### config.mk
export PLATFORM = sky130hd
export DESIGN_NAME = ext_int_selector
export DESIGN_NICKNAME = d
export VERILOG_FILES = /design/src/rtl/ext_sel_pkg.sv /design/src/rtl/ext_lowest_bit.sv /design/src/rtl/ext_cpu_vec.sv /design/src/rtl/ext_svc_latch.sv /design/src/rtl/ext_int_selector.sv
export SDC_FILE = /design/constraint.sdc
export NUM_CORES = 1
export LEC_CHECK = 0
export BUFFER_PORTS_ARGS = -buffer_cell sky130_fd_sc_hd__buf_4
export CORE_AREA = 2 2 149 151
export DETAILED_ROUTE_END_ITERATION = 8
export DIE_AREA = 0 0 151 153
export PLACE_DENSITY = 0.77
export SYNTH_ARGS = -nofsm -noshare
export SYNTH_HDL_FRONTEND = slang
export SYNTH_HIERARCHICAL = 1
export SYNTH_SLANG_ARGS = --single-unit
export TNS_END_PERCENT = 5
### constraint.sdc
create_clock -name clk -period 4.1 [get_ports clk]
set_input_delay 0.615 -clock clk [delete_from_list [all_inputs] [get_ports clk]]
set_output_delay 0.615 -clock clk [all_outputs]
set_load 0.05 [all_outputs]
### src/rtl/ext_sel_pkg.sv
package ext_sel_pkg;
  localparam int NSRC  = 8;
  localparam int SRC_W = 3;

  // Index order is the selection priority: lower index wins.
  typedef enum logic [SRC_W-1:0] {
    SRC_KEY   = 3'd0,
    SRC_MALF  = 3'd1,
    SRC_EMER  = 3'd2,
    SRC_XCALL = 3'd3,
    SRC_CLKC  = 3'd4,
    SRC_CPUT  = 3'd5,
    SRC_ITMR  = 3'd6,
    SRC_SVC   = 3'd7
  } src_e;
endpackage

### src/rtl/ext_lowest_bit.sv
module ext_lowest_bit #(
  parameter int N = 16,
  parameter int W = 4
) (
  input  logic [N-1:0] vec,
  output logic [W-1:0] idx,
  output logic         any
);
  always_comb begin
    idx = '0;
    for (int i = N - 1; i >= 0; i--) begin
      if (vec[i]) idx = W'(i);
    end
  end

  assign any = |vec;
endmodule

### src/rtl/ext_cpu_vec.sv
module ext_cpu_vec #(
  parameter int N = 16,
  parameter int W = 4
) (
  input  logic         clk,
  input  logic         rst_n,
  input  logic         set,
  input  logic [N-1:0] set_vec,
  input  logic         take,
  output logic         flag,
  output logic         empty,
  output logic [W-1:0] idx
);
  logic [N-1:0] vec_q;
  logic         flag_q;
  logic         any;
  logic         more;
  logic [N-1:0] clr_mask;

  ext_lowest_bit #(.N(N), .W(W)) u_low (
    .vec (vec_q),
    .idx (idx),
    .any (any)
  );

  // Another bit remains once the lowest one is removed.
  assign more = |(vec_q & (vec_q - N'(1)));

  always_comb begin
    clr_mask = '0;
    if (take && any) clr_mask[idx] = 1'b1;
  end

  always_ff @(posedge clk) begin
    if (!rst_n) begin
      vec_q  <= '0;
      flag_q <= 1'b0;
    end else begin
      vec_q <= (vec_q & ~clr_mask) | (set ? set_vec : '0);
      if (set)       flag_q <= 1'b1;
      else if (take) flag_q <= more;
    end
  end

  assign flag  = flag_q;
  assign empty = !any;

  AST_VEC_FLAG_MATCHES: assert property (@(posedge clk) disable iff (!rst_n)
    ($past(take) && !$past(set)) |-> (flag_q == (|vec_q)));
  AST_VEC_BIT_DRAINED: assert property (@(posedge clk) disable iff (!rst_n)
    ($past(take && any) && !$past(set)) |-> !vec_q[$past(idx)]);
endmodule

### src/rtl/ext_svc_latch.sv
module ext_svc_latch #(
  parameter int PARM_W  = 32,
  parameter int PFX_LSB = 13
) (
  input  logic              clk,
  input  logic              rst_n,
  input  logic              set,
  input  logic [PARM_W-1:0] set_parm,
  input  logic              set_is_addr,
  input  logic              take,
  input  logic [PARM_W-1:0] prefix,
  output logic              pend,
  output logic [PARM_W-1:0] out_parm
);
  localparam logic [PARM_W-1:0] LOW_MASK  = (PARM_W'(1) << PFX_LSB) - PARM_W'(1);
  localparam logic [PARM_W-1:0] PAGE_MASK = ~LOW_MASK;

  logic              pend_q;
  logic              addr_q;
  logic [PARM_W-1:0] parm_q;
  logic [PARM_W-1:0] page_p;

  assign page_p = prefix & PAGE_MASK;

  always_comb begin
    out_parm = parm_q;
    if (addr_q) begin
      if ((parm_q & PAGE_MASK) == '0)
        out_parm = page_p | (parm_q & LOW_MASK);
      else if ((parm_q & PAGE_MASK) == page_p)
        out_parm = parm_q & LOW_MASK;
    end
  end

  always_ff @(posedge clk) begin
    if (!rst_n) begin
      pend_q <= 1'b0;
      addr_q <= 1'b0;
      parm_q <= '0;
    end else if (set) begin
      pend_q <= 1'b1;
      addr_q <= set_is_addr;
      parm_q <= set_parm;
    end else if (take) begin
      pend_q <= 1'b0;
      addr_q <= 1'b0;
      parm_q <= '0;
    end
  end

  assign pend = pend_q;

  AST_SVC_CLEARED: assert property (@(posedge clk) disable iff (!rst_n)
    ($past(take) && !$past(set)) |-> (!pend_q && parm_q == '0));
endmodule

### src/rtl/ext_int_selector.sv
module ext_int_selector
  import ext_sel_pkg::*;
#(
  parameter int          NCPU       = 16,
  parameter int          TOD_W      = 64,
  parameter int          TMR_W      = 64,
  parameter int          PARM_W     = 32,
  parameter int          PFX_LSB    = 13,
  parameter logic [15:0] CODE_KEY   = 16'h0040,
  parameter logic [15:0] CODE_MALF  = 16'h1200,
  parameter logic [15:0] CODE_EMER  = 16'h1201,
  parameter logic [15:0] CODE_XCALL = 16'h1202,
  parameter logic [15:0] CODE_CLKC  = 16'h1004,
  parameter logic [15:0] CODE_CPUT  = 16'h1005,
  parameter logic [15:0] CODE_ITMR  = 16'h0080,
  parameter logic [15:0] CODE_SVC   = 16'h2401
) (
  input  logic              clk,
  input  logic              rst_n,
  input  logic              ext_en,
  input  logic [NSRC-1:0]   src_en,
  input  logic              eval_req,
  input  logic              key_set,
  input  logic              malf_set,
  input  logic [NCPU-1:0]   malf_vec,
  input  logic              emer_set,
  input  logic [NCPU-1:0]   emer_vec,
  input  logic              xcall_set,
  input  logic [15:0]       xcall_cpu,
  input  logic              itmr_set,
  input  logic              svc_set,
  input  logic [PARM_W-1:0] svc_parm,
  input  logic              svc_is_addr,
  input  logic [PARM_W-1:0] prefix,
  input  logic [TOD_W-1:0]  tod,
  input  logic [TOD_W-1:0]  clkc,
  input  logic [TMR_W-1:0]  cpu_tmr,
  output logic              take,
  output logic [15:0]       int_code,
  output logic [15:0]       orig_field,
  output logic [PARM_W-1:0] int_parm
);
  localparam int CPU_W = (NCPU > 1) ? $clog2(NCPU) : 1;

  // Latched single-bit conditions.
  logic        key_q, xc_q, it_q;
  logic [15:0] xc_ad_q;

  // Per-CPU vector sources: index 0 malfunction alert, 1 emergency signal.
  logic [1:0]       vset, vtake, vflag, vempty;
  logic [NCPU-1:0]  vin  [2];
  logic [CPU_W-1:0] vidx [2];

  assign vset   = {emer_set, malf_set};
  assign vin[0] = malf_vec;
  assign vin[1] = emer_vec;

  for (genvar g = 0; g < 2; g++) begin : g_vec
    ext_cpu_vec #(.N(NCPU), .W(CPU_W)) u_vec (
      .clk     (clk),
      .rst_n   (rst_n),
      .set     (vset[g]),
      .set_vec (vin[g]),
      .take    (vtake[g]),
      .flag    (vflag[g]),
      .empty   (vempty[g]),
      .idx     (vidx[g])
    );
  end

  logic              svc_pend, svc_take;
  logic [PARM_W-1:0] svc_out;

  ext_svc_latch #(.PARM_W(PARM_W), .PFX_LSB(PFX_LSB)) u_svc (
    .clk         (clk),
    .rst_n       (rst_n),
    .set         (svc_set),
    .set_parm    (svc_parm),
    .set_is_addr (svc_is_addr),
    .take        (svc_take),
    .prefix      (prefix),
    .pend        (svc_pend),
    .out_parm    (svc_out)
  );

  // Comparison conditions, evaluated every cycle.
  logic clkc_hit, cput_neg;
  assign clkc_hit = tod > clkc;
  assign cput_neg = cpu_tmr[TMR_W-1];

  logic [NSRC-1:0] pend, elig;
  logic [SRC_W-1:0] win_idx;
  logic             win_any;
  src_e             win;

  assign pend = {svc_pend, it_q, cput_neg, clkc_hit, xc_q, vflag[1], vflag[0], key_q};
  assign elig = pend & src_en;

  ext_lowest_bit #(.N(NSRC), .W(SRC_W)) u_prio (
    .vec (elig),
    .idx (win_idx),
    .any (win_any)
  );
  assign win = src_e'(win_idx);

  logic fire, empty_hit, do_take;
  assign fire      = eval_req && ext_en && win_any;
  assign empty_hit = (win == SRC_MALF && vempty[0]) || (win == SRC_EMER && vempty[1]);
  assign do_take   = fire && !empty_hit;
  assign vtake[0]  = fire && win == SRC_MALF;
  assign vtake[1]  = fire && win == SRC_EMER;
  assign svc_take  = fire && win == SRC_SVC;

  logic [15:0]       code_n, orig_n;
  logic [PARM_W-1:0] parm_n;

  always_comb begin
    code_n = CODE_KEY;
    orig_n = '0;
    parm_n = '0;
    case (win)
      SRC_KEY:   code_n = CODE_KEY;
      SRC_MALF:  begin code_n = CODE_MALF;  orig_n = 16'(vidx[0]); end
      SRC_EMER:  begin code_n = CODE_EMER;  orig_n = 16'(vidx[1]); end
      SRC_XCALL: begin code_n = CODE_XCALL; orig_n = xc_ad_q;      end
      SRC_CLKC:  code_n = CODE_CLKC;
      SRC_CPUT:  code_n = CODE_CPUT;
      SRC_ITMR:  code_n = CODE_ITMR;
      SRC_SVC:   begin code_n = CODE_SVC;   parm_n = svc_out;      end
      default:   code_n = CODE_KEY;
    endcase
  end

  always_ff @(posedge clk) begin
    if (!rst_n) begin
      key_q   <= 1'b0;
      xc_q    <= 1'b0;
      xc_ad_q <= '0;
      it_q    <= 1'b0;
    end else begin
      if (key_set)                          key_q <= 1'b1;
      else if (fire && win == SRC_KEY)      key_q <= 1'b0;
      if (xcall_set) begin
        xc_q    <= 1'b1;
        xc_ad_q <= xcall_cpu;
      end else if (fire && win == SRC_XCALL) begin
        xc_q    <= 1'b0;
      end
      if (itmr_set)                         it_q <= 1'b1;
      else if (fire && win == SRC_ITMR)     it_q <= 1'b0;
    end
  end

  logic              take_q;
  logic [15:0]       code_q, orig_q;
  logic [PARM_W-1:0] parm_q;

  always_ff @(posedge clk) begin
    if (!rst_n) begin
      take_q <= 1'b0;
      code_q <= '0;
      orig_q <= '0;
      parm_q <= '0;
    end else begin
      take_q <= do_take;
      if (do_take) begin
        code_q <= code_n;
        orig_q <= orig_n;
        parm_q <= parm_n;
      end
    end
  end

  assign take       = take_q;
  assign int_code   = code_q;
  assign orig_field = orig_q;
  assign int_parm   = parm_q;

  AST_TAKE_HAS_CAUSE: assert property (@(posedge clk) disable iff (!rst_n)
    take_q |-> $past(eval_req && ext_en));
  AST_CLKC_STRICT: assert property (@(posedge clk) disable iff (!rst_n)
    (take_q && code_q == CODE_CLKC) |-> $past(tod > clkc));
  AST_KEY_CONSUMED: assert property (@(posedge clk) disable iff (!rst_n)
    ($past(fire && win == SRC_KEY) && !$past(key_set)) |-> !key_q);
  AST_KEY_MASK_HONOURED: assert property (@(posedge clk) disable iff (!rst_n)
    (take_q && code_q == CODE_KEY) |-> $past(src_en[0]));
  AST_ORIG_ZERO: assert property (@(posedge clk) disable iff (!rst_n)
    (take_q && (code_q == CODE_KEY || code_q == CODE_ITMR || code_q == CODE_SVC))
      |-> orig_q == 16'h0000);
endmodule

Word level (Yosys, flattened, before mapping). Cells that the tools add are included.

Input bits: 323. Memories kept: 0. Flip-flop bits (word level): 152. Memory bits (writable): 0. Bits in latches: 0. Output and inout port bits: 65. ROM bits: 0. Logic and storage cells: 141.

Muxes and demuxes: 69. Order comparisons: 5. Shifts and indexed selects: 0. Bitwise logic cells: 10. Reduce and logical (&&, ||, !) cells: 32. Add/sub/neg operators: 2. Equal/unequal tests: 8. Div/mod/pow operators: 0. Multipliers: 0.

Operator list (number): 32-bit two-way mux (6); 4-bit two-way mux (32); 16-bit case mux with 8 select lines (1); 16-bit bitwise AND (4); 64-bit greater-than comparator (1); 16-bit two-way mux (4); 16-bit OR reduction (4); 16-bit case mux with 3 select lines (1); 32-bit logical NOT (1); 16-bit inverter (2); 16-bit bitwise OR (2); 32-bit by 13-bit bitwise OR with 32-bit output (1); 16-bit by 1-bit subtractor with 16-bit output, second input constant (2); 3-bit two-way mux (8); 19-bit equality test (1); 1-bit logical AND (15); 1-bit two-way mux (15); 3-bit equality test, second input constant (4); 2-bit nonzero test (6); 4-bit by 5-bit less-than comparator with 1-bit output, second input constant (2); 8-bit bitwise AND (1); 1-bit demux with 4-bit select (2); 4-bit by 1-bit greater-or-equal comparator with 1-bit output, second input constant (2); 8-bit OR reduction (1); 5 further kinds (8).

Depth between registers and ports, before layout.
Depth in word-level cells: 24. Mapped depth: 20. Mapped depth without buffers: 18.

Cells and area by module. Netlist, hierarchy kept.

By module, submodules not included: ext_int_selector (instances 1, area an instance 4455.5 um^2, seq. area each 1521.5 um^2, cells an instance 529); ext_svc_latch (instances 1, area an instance 2122.0 um^2, seq. area each 680.7 um^2, cells an instance 274); ext_cpu_vec (instances 2, area an instance 889.6 um^2, seq. area each 340.3 um^2, cells an instance 110); ext_lowest_bit (g_vec[0].u_vec.u_low ...) (instances 2, area an instance 176.4 um^2, seq. area each 0.0 um^2, cells an instance 34); ext_lowest_bit (u_prio) (instances 1, area an instance 81.3 um^2, seq. area each 0.0 um^2, cells an instance 13).

Worst setup path after synthesis. Ideal clock, no wire load.

Path type: input-to-reg. Start point: input port clkc[61]. End point: register u_svc.parm_q[10]. Setup time: 0.115 ns. Path buffers: 4. Setup slack: -0.230 ns. Stages on the path: 18. Required time: 3.985 ns. Data arrival time: 4.215 ns. Cell sequence: inv_1 > ha_1 > nand4_2 > nor4_4 > nand3_1 > or3_1 > o21ai_1 > a31oi_1 > o41ai_1 > buf_2 > nand2_1 > nor3_1 > buf_2 > clkbuf_1 > clkbuf_1 > nor3b_1 > a21oi_1 > nor2b_1.

Longest elaborated chain between the ends: 10. Elaborated cells on any way between the ends: 12. Those cells by class: order compare: 1; eq/ne: 1; mux: 5; bitwise: 1; reduce/logical: 4.

Ends and longest elaborated chain: from (decl) (RTL line ext_int_selector.sv:36) `input logic [TOD_W-1:0] clkc,`; 64-bit greater-than comparator (RTL line ext_int_selector.sv:88) `assign clkc_hit = tod > clkc;`; 8-bit bitwise AND (RTL line ext_int_selector.sv:97) `assign elig = pend & src_en;`; net elig[4] (RTL line ext_int_selector.sv:91) `logic [NSRC-1:0] pend, elig;`; 3-bit two-way mux (5 in series) (RTL line ext_lowest_bit.sv:12) `if (vec[i]) idx = W'(i);`; net win[0] (RTL line ext_int_selector.sv:94) `src_e win;`; 3-bit equality test (RTL line ext_int_selector.sv:112) `assign svc_take = fire && win == SRC_SVC;`; 1-bit logical AND (RTL line ext_int_selector.sv:112); net svc_take (RTL line ext_int_selector.sv:71) `logic svc_pend, svc_take;`; 2-bit nonzero test (no source line); to (signal assigned) (RTL line ext_svc_latch.sv:43) `parm_q <= set_parm;`; to (decl) (RTL line ext_svc_latch.sv:20) `logic [PARM_W-1:0] parm_q;`.

The timed path passes the listed nets, and every way through them passes these cells. A chain may end at the register's enable or synchronous reset.

Final worst setup path.
Start point: input port tod[61]. End point: register u_svc.parm_q[13].

Longest elaborated chain between the ends: 10. Elaborated cells on any way between the ends: 12. Those cells by class: order compare: 1; eq/ne: 1; mux: 5; bitwise: 1; reduce/logical: 4.

Ends and longest elaborated chain: from (decl) (RTL line ext_int_selector.sv:35) `input logic [TOD_W-1:0] tod,`; 64-bit greater-than comparator (RTL line ext_int_selector.sv:88); 8-bit bitwise AND (RTL line ext_int_selector.sv:97); net elig[4] (RTL line ext_int_selector.sv:91); 3-bit two-way mux (5 in series) (RTL line ext_lowest_bit.sv:12); net win[2] (RTL line ext_int_selector.sv:94); 3-bit equality test (RTL line ext_int_selector.sv:112); 1-bit logical AND (RTL line ext_int_selector.sv:112); 2-bit nonzero test (no source line).

The timed path passes the listed nets, and every way through them passes these cells.

==> impl_metrics.ini <==
[status]
outcome = finished, final reports clean

[die]
rows = 54
core_area_sq_um = 21490
die_area_sq_um = 23100
die_y_microns = 153
fp.dieW_microns = 151
start_util_pct = 40.92
io_pins = 388

[finish]
final_cell_area_sq_um = 12110
final_cell_mix = buf_4 (338), dfxtp_1 (144), inv_1 (112)
areaGrowthSynthToFinish_pct = 37.72
nets = 1792
drive_above_1_share_pct = 29.76
mostFrequentLayoutCell = buf_4

[global_route]
grt_pass1_vias = 8675
grt_max_degree = 71
overflow = 0
grt_usage_pct = 23.99
antenna_found_initial = 3
grt_pass1_wl_microns = 43830

[clocking]
cts_sinks = 144
clk_pin_slew_ns = 0.06
cts-root-buf = clkbuf_16
cts-htree-levels = 4
clock_path_buffers = 2
cts-hold-fix-buffers = 0
tritoncts = yes
clock_latency_ns = 0.42
cts_buffers = 17

[flow_run]
drv_cap = 0

[drt]
drt_iter0_drc = 512
dr.pass1.iters = 5
vias = 9068
drc = 0
viasPerCell = 5.331
ant_nets = 0
drt-total-wl_microns = 29060
wl_per_cell_microns = 17.08

[place]
place_area_sq_um = 11420
post-dp-hpwl_microns = 21980
gp_congestion = 0.8948
pre_cts_slack_ns = -0.3973
placement.io_buffers = 304

[worst_setup_path]
required_ns = 4.44
end_kind = flop
start_kind = input port
cp.arrival_ns = 4.27
cp_max_fo = 17
worst-setup-path-type = input port to flop

[synthesis]
yosys_warnings = 6
synth_top_family_by_area = compound AO/OA/AOI/OAI gates
synth_area_sq_um = 8791
synthCells = 1104
synth_edf_count = 0
postSynth.asyncResetShare_pct = 0
synth_compound_area_share_pct = 22.40
yosysSeqAreaShare_pct = 32.79
syn_avg_cell_area_sq_um = 7.963
synthDistinctLibCells = 68
ys_ff_latch = 144
synthSimpleGateAreaFrac_pct = 22.17
muxShareOfSynthArea_pct = 2.334
synth_xor_area_share_pct = 1.893
ys.flop_type = dfxtp_1
synth_fa_ha_area_share_pct = 9.337

[timing]
setup_ws_ns = 0.1686
timing.slew.headroom_pct = 45.02
fin_crit_sh_pct = 95.89
fin_crit_ns = 3.931
tightest_slew_ns = 0.8208
final-setup-viol-count = 0
drv_slew = 0
whs_ns = 0.4115
finClkSkew_ns = 0.01562
hold_viol = 0
fmax_ghz = 0.2544

[power]
ir_drop_uv = 251.8
power.density_nw_per_um2 = 329.5
p_leak_nw = 5.574

[worst_hold_path]
hold_path_class = input port to flop
## cell families after synthesis
| family | Yosys count |
|---|---|
| flip-flops | 144 |
| XOR/XNOR | 19 |
| adder cells (fa/ha/maj) | 66 |
| AND/OR/NAND/NOR | 366 |
| buffers and inverters | 182 |
| AO/OA/AOI/OAI | 306 |
| multiplexers | 20 |
| other | 1 |
## path summary, 6_finish.rpt
path	start	end	slack [ns]	depth (start not counted)
setup / recovery	tod[61]	u_svc/parm_q[13]	0.17	20
hold / removal	key_set	key_q	0.41	3
setup reg to reg	g_vec[1].u_vec/flag	orig_field[2]	1.62	14
hold reg to reg	int_code[6]	int_code[6]	0.46	2
## through the flow
stage / util (%) / power, mW / TNS [ns] / cells
CTS: 55.78 / 3.994 / 0 / 1693
detailed placement: 53.14 / 2.483 / -34.59 / 1661
global route: 56.34 / 4.181 / -0.06314 / 1700
global placement: 53.14 / 2.457 / -23.43 / 1661
finish: 56.35 / 3.989 / 0 / 1701
floorplan: - / 2.093 / -1.286 / 1110
## per-layer routing
layer,wire (microns),vias up,track usage (%)
li1,-,4487,-
met4,962,0,9.257
met3,2051,50,6.119
met5,0,-,0
met1,12850,4214,30.90
met2,13200,317,38.40
## repair_timing
action | CTS | global route
buffers inserted | 0 | 3
gates resized for setup | 0 | 15
hold endpoints to repair | 0 | 0
setup endpoints to repair | 0 | 116
## Yosys cell counts (3+ instances only)
library cell,count,area share [%]
nor3b_1,14,1.2
a211oi_1,6,0.51
buf_2,13,0.74
and4_1,3,0.30
nand4_2,3,0.43
a21boi_0,32,2.7
and2_1,7,0.50
nor4_2,3,0.43
ha_1,64,9.1
a221oi_1,3,0.30
a22oi_1,49,4.2
nand4_1,16,1.1
nand3_1,22,1.3
buf_1,6,0.26
o21ai_0,66,3.8
xnor2_1,19,1.9
and3_1,5,0.36
o311a_1,4,0.46
nand2b_1,13,0.93
a31oi_1,5,0.36
inv_1,113,4.8
nor3_1,31,1.8
o31ai_1,7,0.60
clkbuf_1,26,1.1
nand2_1,62,2.6
o221ai_1,19,1.9
nand4b_1,4,0.40
nor4_1,7,0.50
nor2_1,110,4.7
or3_1,5,0.36
a21oi_1,85,4.8
buf_4,21,1.8
nor2b_1,40,2.8
or2_2,4,0.28
o22ai_1,4,0.28
a21o_1,8,0.68
mux2i_1,16,1.8
mux2_2,4,0.51
dfxtp_1,144,33
## report_power, final
group	internal [mW]	switching [mW]	total [mW]	leakage (nW)
Combinational	0.462	0.479	0.941	4.12
Sequential	1.47	0.0691	1.53	1.18
Clock	0.860	0.654	1.51	0.274
Total	2.79	1.20	3.99	5.57
## flip-flops by register name (all words and copies together) (netlist names)
register and count:
take 1, u_svc/parm_q 32, g_vec.u_vec/flag 2, orig_field 16, key_q 1, int_parm 32
int_code 8, xc_ad_q 16, g_vec.u_vec/vec_q 32, u_svc/addr_q 1, u_svc/pend 1, it_q 1
xc_q 1
## area by class of cell
type                    instances  area [sq um]
clock buffers                  18         439.2
well taps                     280         350.3
repair buffers                344          2645
diodes                          3         7.507
inverters                     114         427.9
flip-flops and latches        144          2883
clock inverters                14         128.9
fillers                      2002          9379
multi-input cells             784          5225
## worst max-delay path, cell delays in order
cell	delay, ns
buf_4	0.11
ha_1	0.30
nand4_2	0.14
nor4_4	0.38
nand3_2	0.16
or3_4	0.42
o21ai_2	0.16
a31oi_2	0.07
buf_4	0.18
nor4_4	0.29
and3b_1	0.23
buf_4	0.19
inv_2	0.07
buf_4	0.11
nor3_4	0.04
buf_4	0.15
clkbuf_16	0.18
nor3_1	0.19
a21oi_1	0.07
nor2b_1	0.19
(Power assumes the default switching activity.)
